==> config.mk <==
export PLATFORM = sky130hd
export DESIGN_NAME = rcpra_alloc
export DESIGN_NICKNAME = d
export VERILOG_FILES = /design/src/rtl/pra_pkg.sv /design/src/rtl/pra_adders.sv /design/src/rtl/pra_freelist.sv /design/src/rtl/rcpra_alloc.sv
export SDC_FILE = /design/constraint.sdc
export NUM_CORES = 2
export LEC_CHECK = 0
export BUFFER_PORTS_ARGS = -buffer_cell sky130_fd_sc_hd__clkbuf_2
export CAP_MARGIN = 25
export CORE_MARGIN = 5
export CORE_UTILIZATION = 35
export CTS_BUF_LIST = sky130_fd_sc_hd__clkbuf_8
export CTS_CLUSTER_SIZE = 8
export DETAILED_ROUTE_END_ITERATION = 10
export PLACE_DENSITY = 0.5
export SLEW_MARGIN = 10
export SYNTH_ARGS = -nofsm -noshare
export SYNTH_HDL_FRONTEND = slang
export SYNTH_SLANG_ARGS = --single-unit
==> constraint.sdc <==
create_clock -name clk -period 22.9 [get_ports clk]
set_clock_uncertainty 0.1 [all_clocks]
set_input_delay 1.145 -clock clk [delete_from_list [all_inputs] [get_ports clk]]
set_output_delay 1.145 -clock clk [all_outputs]
set_load 0.01 [all_outputs]
==> src/rtl/pra_pkg.sv <==
package pra_pkg;
    localparam int PR_NUM = 16;  // one physical register per reorder entry
    localparam int REQ_N  = 4;   // request lanes per cycle
    localparam int CNT_W  = 3;   // reference counter width
    localparam int ARCH_N = 8;   // registers holding architectural state at reset
endpackage

==> src/rtl/pra_adders.sv <==
// Bank of per-lane adders: lane n totals every same-cycle request that names
// its register and proposes a saturated new count; the lowest lane wins.
module pra_adders #(
    parameter int NPREG = 16,
    parameter int NREQ  = 4,
    parameter int CW    = 3,
    localparam int IDW  = $clog2(NPREG)
) (
    input  logic                         clk,
    input  logic                         rst_n,
    input  logic [NPREG-1:0][CW-1:0]     cnt_i,
    input  logic [NREQ-1:0]              vld_i,
    input  logic [NREQ-1:0]              alloc_i,
    input  logic [NREQ-1:0][IDW-1:0]     preg_i,
    output logic [NREQ-1:0]              wr_o,
    output logic [NREQ-1:0][CW-1:0]      old_o,
    output logic [NREQ-1:0][CW-1:0]      new_o
);
    localparam int SW = CW + $clog2(NREQ) + 2;
    localparam logic signed [SW-1:0] ONE  = SW'(1);
    localparam logic signed [SW-1:0] SMAX = SW'((1 << CW) - 1);

    for (genvar n = 0; n < NREQ; n++) begin : g_lane
        logic signed [SW-1:0] net;
        logic signed [SW-1:0] sum;
        logic                 first;

        always_comb begin
            net   = '0;
            first = vld_i[n];
            for (int j = 0; j < NREQ; j++) begin
                if (vld_i[j] && (preg_i[j] == preg_i[n])) begin
                    net = alloc_i[j] ? (net + ONE) : (net - ONE);
                    if (j < n) first = 1'b0;
                end
            end
            old_o[n] = cnt_i[preg_i[n]];
            sum      = $signed({{(SW-CW){1'b0}}, cnt_i[preg_i[n]]}) + net;
            if (sum < 0)
                new_o[n] = '0;
            else if (sum > SMAX)
                new_o[n] = {CW{1'b1}};
            else
                new_o[n] = sum[CW-1:0];
            wr_o[n] = first;
        end

        // a write never asks for a count below zero
        a_r6_no_underflow: assert property (@(posedge clk) disable iff (!rst_n)
            wr_o[n] |-> (sum >= 0));
    end
endmodule

==> src/rtl/pra_freelist.sv <==
// Circular FIFO of free register ids: one pop, up to NREQ ordered pushes,
// full rebuild from a mask on flush.
module pra_freelist #(
    parameter int NPREG = 16,
    parameter int NREQ  = 4,
    parameter int NARCH = 8,
    localparam int IDW  = $clog2(NPREG),
    localparam int CNTW = $clog2(NPREG) + 1
) (
    input  logic                      clk,
    input  logic                      rst_n,
    input  logic                      flush_i,
    input  logic [NPREG-1:0]          rebuild_free_i,
    input  logic                      pop_i,
    input  logic [NREQ-1:0]           push_vld_i,
    input  logic [NREQ-1:0][IDW-1:0]  push_id_i,
    output logic [IDW-1:0]            head_o,
    output logic [CNTW-1:0]           count_o
);
    typedef struct packed {
        logic [NPREG-1:0][IDW-1:0] slot;
        logic [IDW-1:0]            hd;
        logic [IDW-1:0]            tl;
        logic [CNTW-1:0]           cnt;
    } fl_t;

    fl_t fl_d, fl_q;

    always_comb begin
        logic [CNTW-1:0] k;
        fl_d = fl_q;
        k    = '0;
        if (flush_i) begin
            for (int i = 0; i < NPREG; i++) begin
                if (rebuild_free_i[i]) begin
                    fl_d.slot[k[IDW-1:0]] = IDW'(i);
                    k = k + 1'b1;
                end
            end
            fl_d.hd  = '0;
            fl_d.tl  = k[IDW-1:0];
            fl_d.cnt = k;
        end else begin
            if (pop_i) fl_d.hd = fl_q.hd + 1'b1;
            for (int n = 0; n < NREQ; n++) begin
                if (push_vld_i[n]) begin
                    fl_d.slot[fl_q.tl + k[IDW-1:0]] = push_id_i[n];
                    k = k + 1'b1;
                end
            end
            fl_d.tl  = fl_q.tl + k[IDW-1:0];
            fl_d.cnt = fl_q.cnt - CNTW'(pop_i) + k;
        end
    end

    always_ff @(posedge clk) begin
        if (!rst_n) begin
            for (int i = 0; i < NPREG; i++)
                fl_q.slot[i] <= (i < NPREG - NARCH) ? IDW'(i + NARCH) : '0;
            fl_q.hd  <= '0;
            fl_q.tl  <= IDW'(NPREG - NARCH);
            fl_q.cnt <= CNTW'(NPREG - NARCH);
        end else begin
            fl_q <= fl_d;
        end
    end

    assign head_o  = fl_q.slot[fl_q.hd];
    assign count_o = fl_q.cnt;

    // a register is only taken from a non-empty list
    a_r2_pop_nonempty: assert property (@(posedge clk) disable iff (!rst_n)
        (pop_i && !flush_i) |-> (fl_q.cnt != '0));
    // returns never overfill the list
    a_r4_no_overflow: assert property (@(posedge clk) disable iff (!rst_n)
        !flush_i |-> ((int'(fl_q.cnt) - int'(pop_i) + $countones(push_vld_i)) <= NPREG));
    // after a flush the list holds exactly the registers marked free
    a_r8_rebuild_count: assert property (@(posedge clk) disable iff (!rst_n)
        flush_i |=> (int'(count_o) == $countones($past(rebuild_free_i))));
endmodule

==> src/rtl/rcpra_alloc.sv <==
module rcpra_alloc
    import pra_pkg::*;
#(
    parameter int NPREG = PR_NUM,
    parameter int NREQ  = REQ_N,
    parameter int CW    = CNT_W,
    parameter int NARCH = ARCH_N,
    localparam int IDW  = $clog2(NPREG),
    localparam int CNTW = $clog2(NPREG) + 1
) (
    input  logic                 clk,
    input  logic                 rst_n,
    input  logic [NREQ-1:0]      req_vld,
    input  logic [NREQ-1:0]      req_alloc,
    input  logic [NREQ*IDW-1:0]  req_preg,
    input  logic [NREQ-1:0]      cmt_vld,
    input  logic [NREQ-1:0]      cmt_alloc,
    input  logic [NREQ*IDW-1:0]  cmt_preg,
    input  logic                 flush,
    output logic [IDW-1:0]       fl_head,
    output logic [CNTW-1:0]      fl_count
);
    typedef struct packed {
        logic [NPREG-1:0][CW-1:0] spec;
        logic [NPREG-1:0][CW-1:0] cmt;
    } cnt_state_t;

    cnt_state_t st_d, st_q;

    logic [NREQ-1:0][IDW-1:0] rq_id, cm_id;
    logic [NREQ-1:0]          sp_wr, cm_wr;
    logic [NREQ-1:0][CW-1:0]  sp_old, sp_new, cm_old, cm_new;
    logic [NREQ-1:0]          became_busy, became_free;
    logic [NPREG-1:0]         rebuild_free;
    logic                     pop;

    for (genvar n = 0; n < NREQ; n++) begin : g_unpack
        assign rq_id[n] = req_preg[n*IDW +: IDW];
        assign cm_id[n] = cmt_preg[n*IDW +: IDW];
        assign became_busy[n] = sp_wr[n] && !flush && (sp_old[n] == '0) && (sp_new[n] != '0);
        assign became_free[n] = sp_wr[n] && !flush && (sp_old[n] != '0) && (sp_new[n] == '0);

        // a fresh register can only be the one at the head
        a_r2_take_head: assert property (@(posedge clk) disable iff (!rst_n)
            became_busy[n] |-> (rq_id[n] == fl_head));
    end

    pra_adders #(.NPREG(NPREG), .NREQ(NREQ), .CW(CW)) u_spec_add (
        .clk(clk), .rst_n(rst_n), .cnt_i(st_q.spec),
        .vld_i(req_vld), .alloc_i(req_alloc), .preg_i(rq_id),
        .wr_o(sp_wr), .old_o(sp_old), .new_o(sp_new)
    );

    pra_adders #(.NPREG(NPREG), .NREQ(NREQ), .CW(CW)) u_cmt_add (
        .clk(clk), .rst_n(rst_n), .cnt_i(st_q.cmt),
        .vld_i(cmt_vld), .alloc_i(cmt_alloc), .preg_i(cm_id),
        .wr_o(cm_wr), .old_o(cm_old), .new_o(cm_new)
    );

    always_comb begin
        st_d = st_q;
        for (int n = NREQ - 1; n >= 0; n--) begin
            if (cm_wr[n]) st_d.cmt[cm_id[n]] = cm_new[n];
            if (sp_wr[n] && !flush) st_d.spec[rq_id[n]] = sp_new[n];
        end
        if (flush) st_d.spec = st_d.cmt;
        for (int i = 0; i < NPREG; i++)
            rebuild_free[i] = (st_d.cmt[i] == '0);
    end

    assign pop = |became_busy;

    always_ff @(posedge clk) begin
        if (!rst_n) begin
            for (int i = 0; i < NPREG; i++) begin
                st_q.spec[i] <= (i < NARCH) ? CW'(1) : '0;
                st_q.cmt[i]  <= (i < NARCH) ? CW'(1) : '0;
            end
        end else begin
            st_q <= st_d;
        end
    end

    pra_freelist #(.NPREG(NPREG), .NREQ(NREQ), .NARCH(NARCH)) u_fl (
        .clk(clk), .rst_n(rst_n), .flush_i(flush),
        .rebuild_free_i(rebuild_free), .pop_i(pop),
        .push_vld_i(became_free), .push_id_i(rq_id),
        .head_o(fl_head), .count_o(fl_count)
    );

    // at most one register leaves the free list per cycle
    a_r2_single_take: assert property (@(posedge clk) disable iff (!rst_n)
        $countones(became_busy) <= 1);
    // with no speculative request and no flush the speculative counters hold
    a_r7_spec_isolated: assert property (@(posedge clk) disable iff (!rst_n)
        (!flush && (req_vld == '0)) |=> $stable(st_q.spec));
endmodule

# Word-level counts from Yosys, hierarchy flattened
# Cells that the tools add are included.
[word_totals]
ff_bits = 173
input_bits = 51
[classes]
eq_ne = 24
magnitude_cmp = 71
mux = 258
reduce_logical = 106
n_addsub = 81
n_bitwise = 44
[ops]
columns = ["operator", "n"]
rows = [
  ["two-way mux 64 bit", 36],
  ["two-way mux 48 bit", 9],
  ["two-way mux 7 bit", 58],
  ["bitwise mux 48 bit", 8],
  ["demux 4 bit (select 4 bit)", 19],
  ["bitwise mux 64 bit", 4],
  ["AND 32 bit", 6],
  ["AND 48 bit", 4],
  ["inverter 32 bit", 6],
  ["inverter 48 bit", 4],
  ["OR 32 bit", 6],
  ["OR 48 bit", 4],
  ["two-way mux 5 bit", 37],
  ["adder 7 x 2 -> 7 bit, second input constant", 24],
  ["subtractor 7 x 2 -> 7 bit, second input constant", 24],
  ["less-than comparator 4 x 5 -> 1 bit, second input constant", 28],
  ["greater-or-equal comparator 4 x 1 -> 1 bit, second input constant", 27],
  ["binary-select mux 3 bit (select 4 bit)", 8],
  ["demux 3 bit (select 4 bit)", 8],
  ["== test 4 bit", 24],
  ["two-way mux 3 bit", 32],
  ["two-way mux 4 bit", 23],
  ["adder 5 x 1 -> 5 bit, second input constant", 18],
  ["two-way mux 77 bit", 1],
  ["20 further kinds", 166],
]

# Longest topological paths before layout
[logic_depth]
word_depth = 77
mapped_depth = 77

# By module
# A second synthesis with hierarchy kept.
[unflattened]
hier_cells = 4186
area_unflattened_um2 = 31595.3
[by_module_without_submodules]
columns = ["mod", "seq_area_each_um2", "instances", "area_each_um2", "cells_each"]
rows = [
  ["pra_freelist", 1541.5, 1, 12578.3, 1826],
  ["rcpra_alloc", 1921.8, 1, 8451.9, 1171],
  ["pra_adders at u_cmt_add", 0.0, 1, 5290.1, 596],
  ["pra_adders at u_spec_add", 0.0, 1, 5275.1, 593],
]

# Least setup slack after synthesis
# No wires, ideal clock.
[synth_timing]
path_kind = "input to register"
startpoint = "input cmt_preg[2]"
endpoint = "register u_fl.fl_q[48] in the netlist's numbering"
setup_slack_ps = 5199
cell_stages = 72
path_buffers = 4
arrival_time_ps = 17463
path_cell_list = "clkbuf_1 xnor2_1 and4_1 clkbuf_1 nand2_1 inv_1 fa_1 a21o_1 fa_1 fa_1 o21a_1 ha_1 nand2_1 nor2_1 and4_4 a2111o_1 or4_4 a31oi_4 [... 36 more ...] mux2_2 inv_1 ha_1 mux2i_1 o41ai_2 inv_1 ha_1 mux2_2 inv_1 ha_1 and2_0 clkbuf_1 xor2_1 xor2_1 and2b_4 a221o_1 nor3_1 a211oi_1"
[synth_between]
elab_chain_cells = 77
word_cells_on_any_way = 288
[synth_rtl]
columns = ["element", "line_no", "rtl"]
rows = [
  ["from (decl)", "rcpra_alloc.sv:18", "input logic [NREQ*IDW-1:0] cmt_preg,"],
  ["== test 4 bit", "pra_adders.sv:32", "if (vld_i[j] && (preg_i[j] == preg_i[n])) begin"],
  ["logical AND 1 bit", "pra_adders.sv:32", ""],
  ["two-way mux 7 bit", "pra_adders.sv:32", ""],
  ["subtractor 7 x 2 -> 7 bit or adder 7 x 2 -> 7 bit (tied branches)", "pra_adders.sv:33", "net = alloc_i[j] ? (net + ONE) : (net - ONE);"],
  ["two-way mux 7 bit", "pra_adders.sv:33", ""],
  ["two-way mux 7 bit", "pra_adders.sv:32", ""],
  ["subtractor 7 x 2 -> 7 bit or adder 7 x 2 -> 7 bit (tied branches)", "pra_adders.sv:33", ""],
  ["two-way mux 7 bit", "pra_adders.sv:33", ""],
  ["[... 11 more ...]", "--", ""],
  ["two-way mux 48 bit", "rcpra_alloc.sv:63", "if (cm_wr[n]) st_d.cmt[cm_id[n]] = cm_new[n];"],
  ["bitwise mux 48 bit", "rcpra_alloc.sv:63", ""],
  ["two-way mux 48 bit", "rcpra_alloc.sv:63", ""],
  ["bitwise mux 48 bit", "rcpra_alloc.sv:63", ""],
  ["two-way mux 48 bit (*)", "rcpra_alloc.sv:63", ""],
  ["parallel branches: the longest is 51 deep, another holds adder 5 x 1 -> 5 bit", "--", ""],
  ["two-way mux 64 bit (*)", "pra_freelist.sv:35", "if (rebuild_free_i[i]) begin"],
  ["two-way mux 77 bit (*)", "pra_freelist.sv:33", "if (flush_i) begin"],
  ["to (signal assigned)", "pra_freelist.sv:64", "fl_q <= fl_d;"],
  ["to (decl)", "pra_freelist.sv:27", "fl_t fl_d, fl_q;"],
]
# Mark *: on every way between the ends. The select of a mux whose other input is x is not followed.
# A chain may end at the register's enable or synchronous reset.

# Worst setup path in the final report
[layout_timing]
startpoint = "input cmt_vld[0]"
endpoint = "register u_fl.fl_q[48] in the netlist's numbering"
[layout_between]
elab_chain_cells = 76
word_cells_on_any_way = 276
[layout_rtl]
columns = ["element", "line_no", "rtl"]
rows = [
  ["from (decl)", "rcpra_alloc.sv:16", "input logic [NREQ-1:0] cmt_vld,"],
  ["logical AND 1 bit", "pra_adders.sv:32", ""],
  ["two-way mux 7 bit", "pra_adders.sv:32", ""],
  ["subtractor 7 x 2 -> 7 bit or adder 7 x 2 -> 7 bit (tied branches)", "pra_adders.sv:33", ""],
  ["two-way mux 7 bit", "pra_adders.sv:33", ""],
  ["two-way mux 7 bit", "pra_adders.sv:32", ""],
  ["subtractor 7 x 2 -> 7 bit or adder 7 x 2 -> 7 bit (tied branches)", "pra_adders.sv:33", ""],
  ["two-way mux 7 bit", "pra_adders.sv:33", ""],
  ["two-way mux 7 bit", "pra_adders.sv:32", ""],
  ["[... 10 more ...]", "--", ""],
  ["two-way mux 48 bit", "rcpra_alloc.sv:63", ""],
  ["bitwise mux 48 bit", "rcpra_alloc.sv:63", ""],
  ["two-way mux 48 bit", "rcpra_alloc.sv:63", ""],
  ["bitwise mux 48 bit", "rcpra_alloc.sv:63", ""],
  ["two-way mux 48 bit (*)", "rcpra_alloc.sv:63", ""],
  ["parallel branches: the longest is 51 deep, another holds adder 5 x 1 -> 5 bit", "--", ""],
  ["two-way mux 64 bit (*)", "pra_freelist.sv:35", ""],
  ["two-way mux 77 bit (*)", "pra_freelist.sv:33", ""],
]
# Marks and branches as above.

==> qor.csv <==
metric,value,unit
clkLatencyLatePin,0.59,ns
yosysWarnings,0,
fin_crit_sh,0.873,
synth_edf_count,0,
cp.required,23.22,ns
drive_gt1_frac,0.112,
route.detailed.drc,0,
io_pins,60,
netlist_instances,4196,
cts-htree-levels,4,
wl_per_cell,27.5,µm
layout_commonest_cell,nor2_1,
synth-seq-cells,173,
syn_to_final_growth,5.76,%
internal-power,1640,µW
swShare,0.624,
irDropWorstVdd,0.469,mV
final_max_slew_viol_count,0,
clock_sinks,173,
clockBufferDepth,2,
antenna_found_initial,0,
synthArstFlopShare,0,
power.switching,2720,µW
ant_nets,0,
outcome,completed,
power.density,132,nW/µm²
cts_resized,0,
seq_power_share,0.103,
clk_pin_slew,0.10,ns
crit_path_end_kind,flip-flop,
ys_types,129,
die_h,309,µm
start_kind,primary input,
drtIter0Drc,4434,
setup_ws,2.91,ns
crit_top_cell,ha_1,
placed_area,32600,µm²
cts_buffers,17,
start_util,0.353,
routabilityCongestion,1.04,
rsz0062_at_grt,false,
worstSetupPathType,primary input to flip-flop,
vias,33996,
io_buffer_count,59,
synthesis.area,31300,µm²
syn_nets,4466,
power_frac_comb,0.838,
p_leak,0.0129,µW
root_buffer,clkbuf_8,
critPathMaxStageDelay,0.84,ns
cts_tree,done,
fmax,0.0500,GHz
track_usage,0.293,
postCtsSetupRepairBufs,0,
synth_seq_area_share,0.111,
synthFlopType,dfxtp_1,
place_inst,5262,
pre_cts_ws,2.26,ns
crit_path_top_delay_cell,xor2_1,
clock_power_share,0.058,
first_pass_iters,6,
routed_via_density,6.42,
diodes,0,
grt-ovfl-total,0,
hold_violations,0,
fp.dieW,309,µm
layout_common_cells,"511 x nor2_1, 510 x nand2_1, 339 x a21oi_1, 262 x o21ai_0, 173 x dfxtp_1",
nets,4390,
grt_pass1_vias,31368,
cp_max_fo,18,
rows,109,
fin_tns_setup,0,ns
hold_depth,3,
hold_class,flip-flop to flip-flop,
grt_pass1_wl,211000,µm
maxCapViolCount,0,
dp.final_hpwl,110000,µm
dieArea,95400,µm²
reg2reg_depth,59,
worst_slew_pin_slew,1.24,ns
slew_headroom,0.168,
cp.arrival,20.32,ns
final_cell_area,33100,µm²
final_cells,5298,
core_area,88500,µm²
setup_violations,0,
finalCriticalPeriod,19.99,ns
routed_wl,146000,µm
grt_max_degree,67,
cts_hold_buf,0,
fill_cells,9329,
syn_avg_cell_area,7.45,µm²
[stage by stage]
| stage | utilization | total power, µW | hold WS, ns |
|---|---|---|---|
| 2_1_floorplan | - | 2880 | 0.418 |
| 3_3_place_gp | 0.368 | 3990 | 0.473 |
| 3_5_place_dp | 0.369 | 3970 | 0.492 |
| 4_1_cts | 0.373 | 4240 | 0.507 |
| 5_1_grt | 0.374 | 4610 | 0.539 |
| 6_report | 0.374 | 4360 | 0.511 |
[synthesized netlist by cell type, types with 44 or more instances]
cell,instances,share of area
nor2_1,516,0.062
nand2_1,510,0.061
a21oi_1,339,0.054
o21ai_0,262,0.042
dfxtp_1,173,0.11
mux2i_1,170,0.054
ha_1,168,0.067
clkbuf_1,157,0.019
nand3_1,151,0.024
mux4_2,128,0.092
inv_1,123,0.015
xnor2_1,118,0.033
nor3_1,85,0.014
o211ai_1,81,0.019
xor2_1,71,0.020
and2_1,65,0.013
a211oi_1,64,0.015
a31oi_1,63,0.013
fa_1,51,0.033
nor2b_1,51,0.010
a21o_1,49,0.012
mux2_2,45,0.016
nand2b_1,44,0.0088
[sequential cells by signal (all words and copies together), names as in the netlist]
| signal | count |
|---|---|
| u_fl.fl_q | 72 |
| u_fl.count_o | 5 |
| st_q | 96 |
[power groups by stage]
stage                     Clock [µW]  Combinational [µW]  Sequential (µW)
after floorplan                    0                2480              397
after global placement             0                3540              453
after detailed placement           0                3520              452
after CTS                        258                3540              445
after global routing             268                3890              449
final                            254                3660              450
[layer usage]
| metal | up-vias | global-route usage | share of wire |
|---|---|---|---|
| li1 | 15393 | - | - |
| met1 | 16269 | 0.400 | 0.42 |
| met2 | 1926 | 0.449 | 0.43 |
| met3 | 408 | 0.0511 | 0.090 |
| met4 | 0 | 0.140 | 0.059 |
| met5 | - | 0 | 0 |
[critical path, delay by kind of cell]
family | cells | cell delay [ns]
compound gates | 20 | 5.52
xor+xnor | 2 | 1.06
buf+inv | 9 | 1.48
fa+ha+maj | 16 | 5.33
simple gates | 15 | 4.67
mux | 5 | 1.06
[kinds of logic (layout without fill, tap and decap cells)]
family          after synthesis  after routing  synth area share
fa+ha+maj                   219            219            0.0999
xor+xnor                    217            217            0.0715
other cells                   1              1          0.000120
simple gates               1665           1665             0.250
compound gates             1223           1223             0.258
mux                         343            343             0.163
buf+inv                     355            292            0.0465
flops                       173            173             0.111
[cell type report]
| type | count | area, µm² | share of cell area |
|---|---|---|---|
| clock buffer | 17 | 234 | 0.00708 |
| clock inverter | 15 | 185 | 0.00560 |
| inverter | 132 | 503 | 0.0152 |
| multi-input combinational | 3668 | 26400 | 0.799 |
| sequential | 173 | 3460 | 0.105 |
| tap | 1165 | 1460 | 0.0441 |
| timing repair buffer | 128 | 816 | 0.0247 |
[final timing paths]
check	start	endpoint	slack [ns]
max	cmt_vld[0]	u_fl.fl_q[48]	2.91
min	u_fl.fl_q[67]	u_fl.fl_q[67]	0.51
max reg2reg	st_q[6]	u_fl.fl_q[48]	5.91
min reg2reg	u_fl.fl_q[67]	u_fl.fl_q[67]	0.51
No activity file was read; power rests on OpenSTA's default activity.
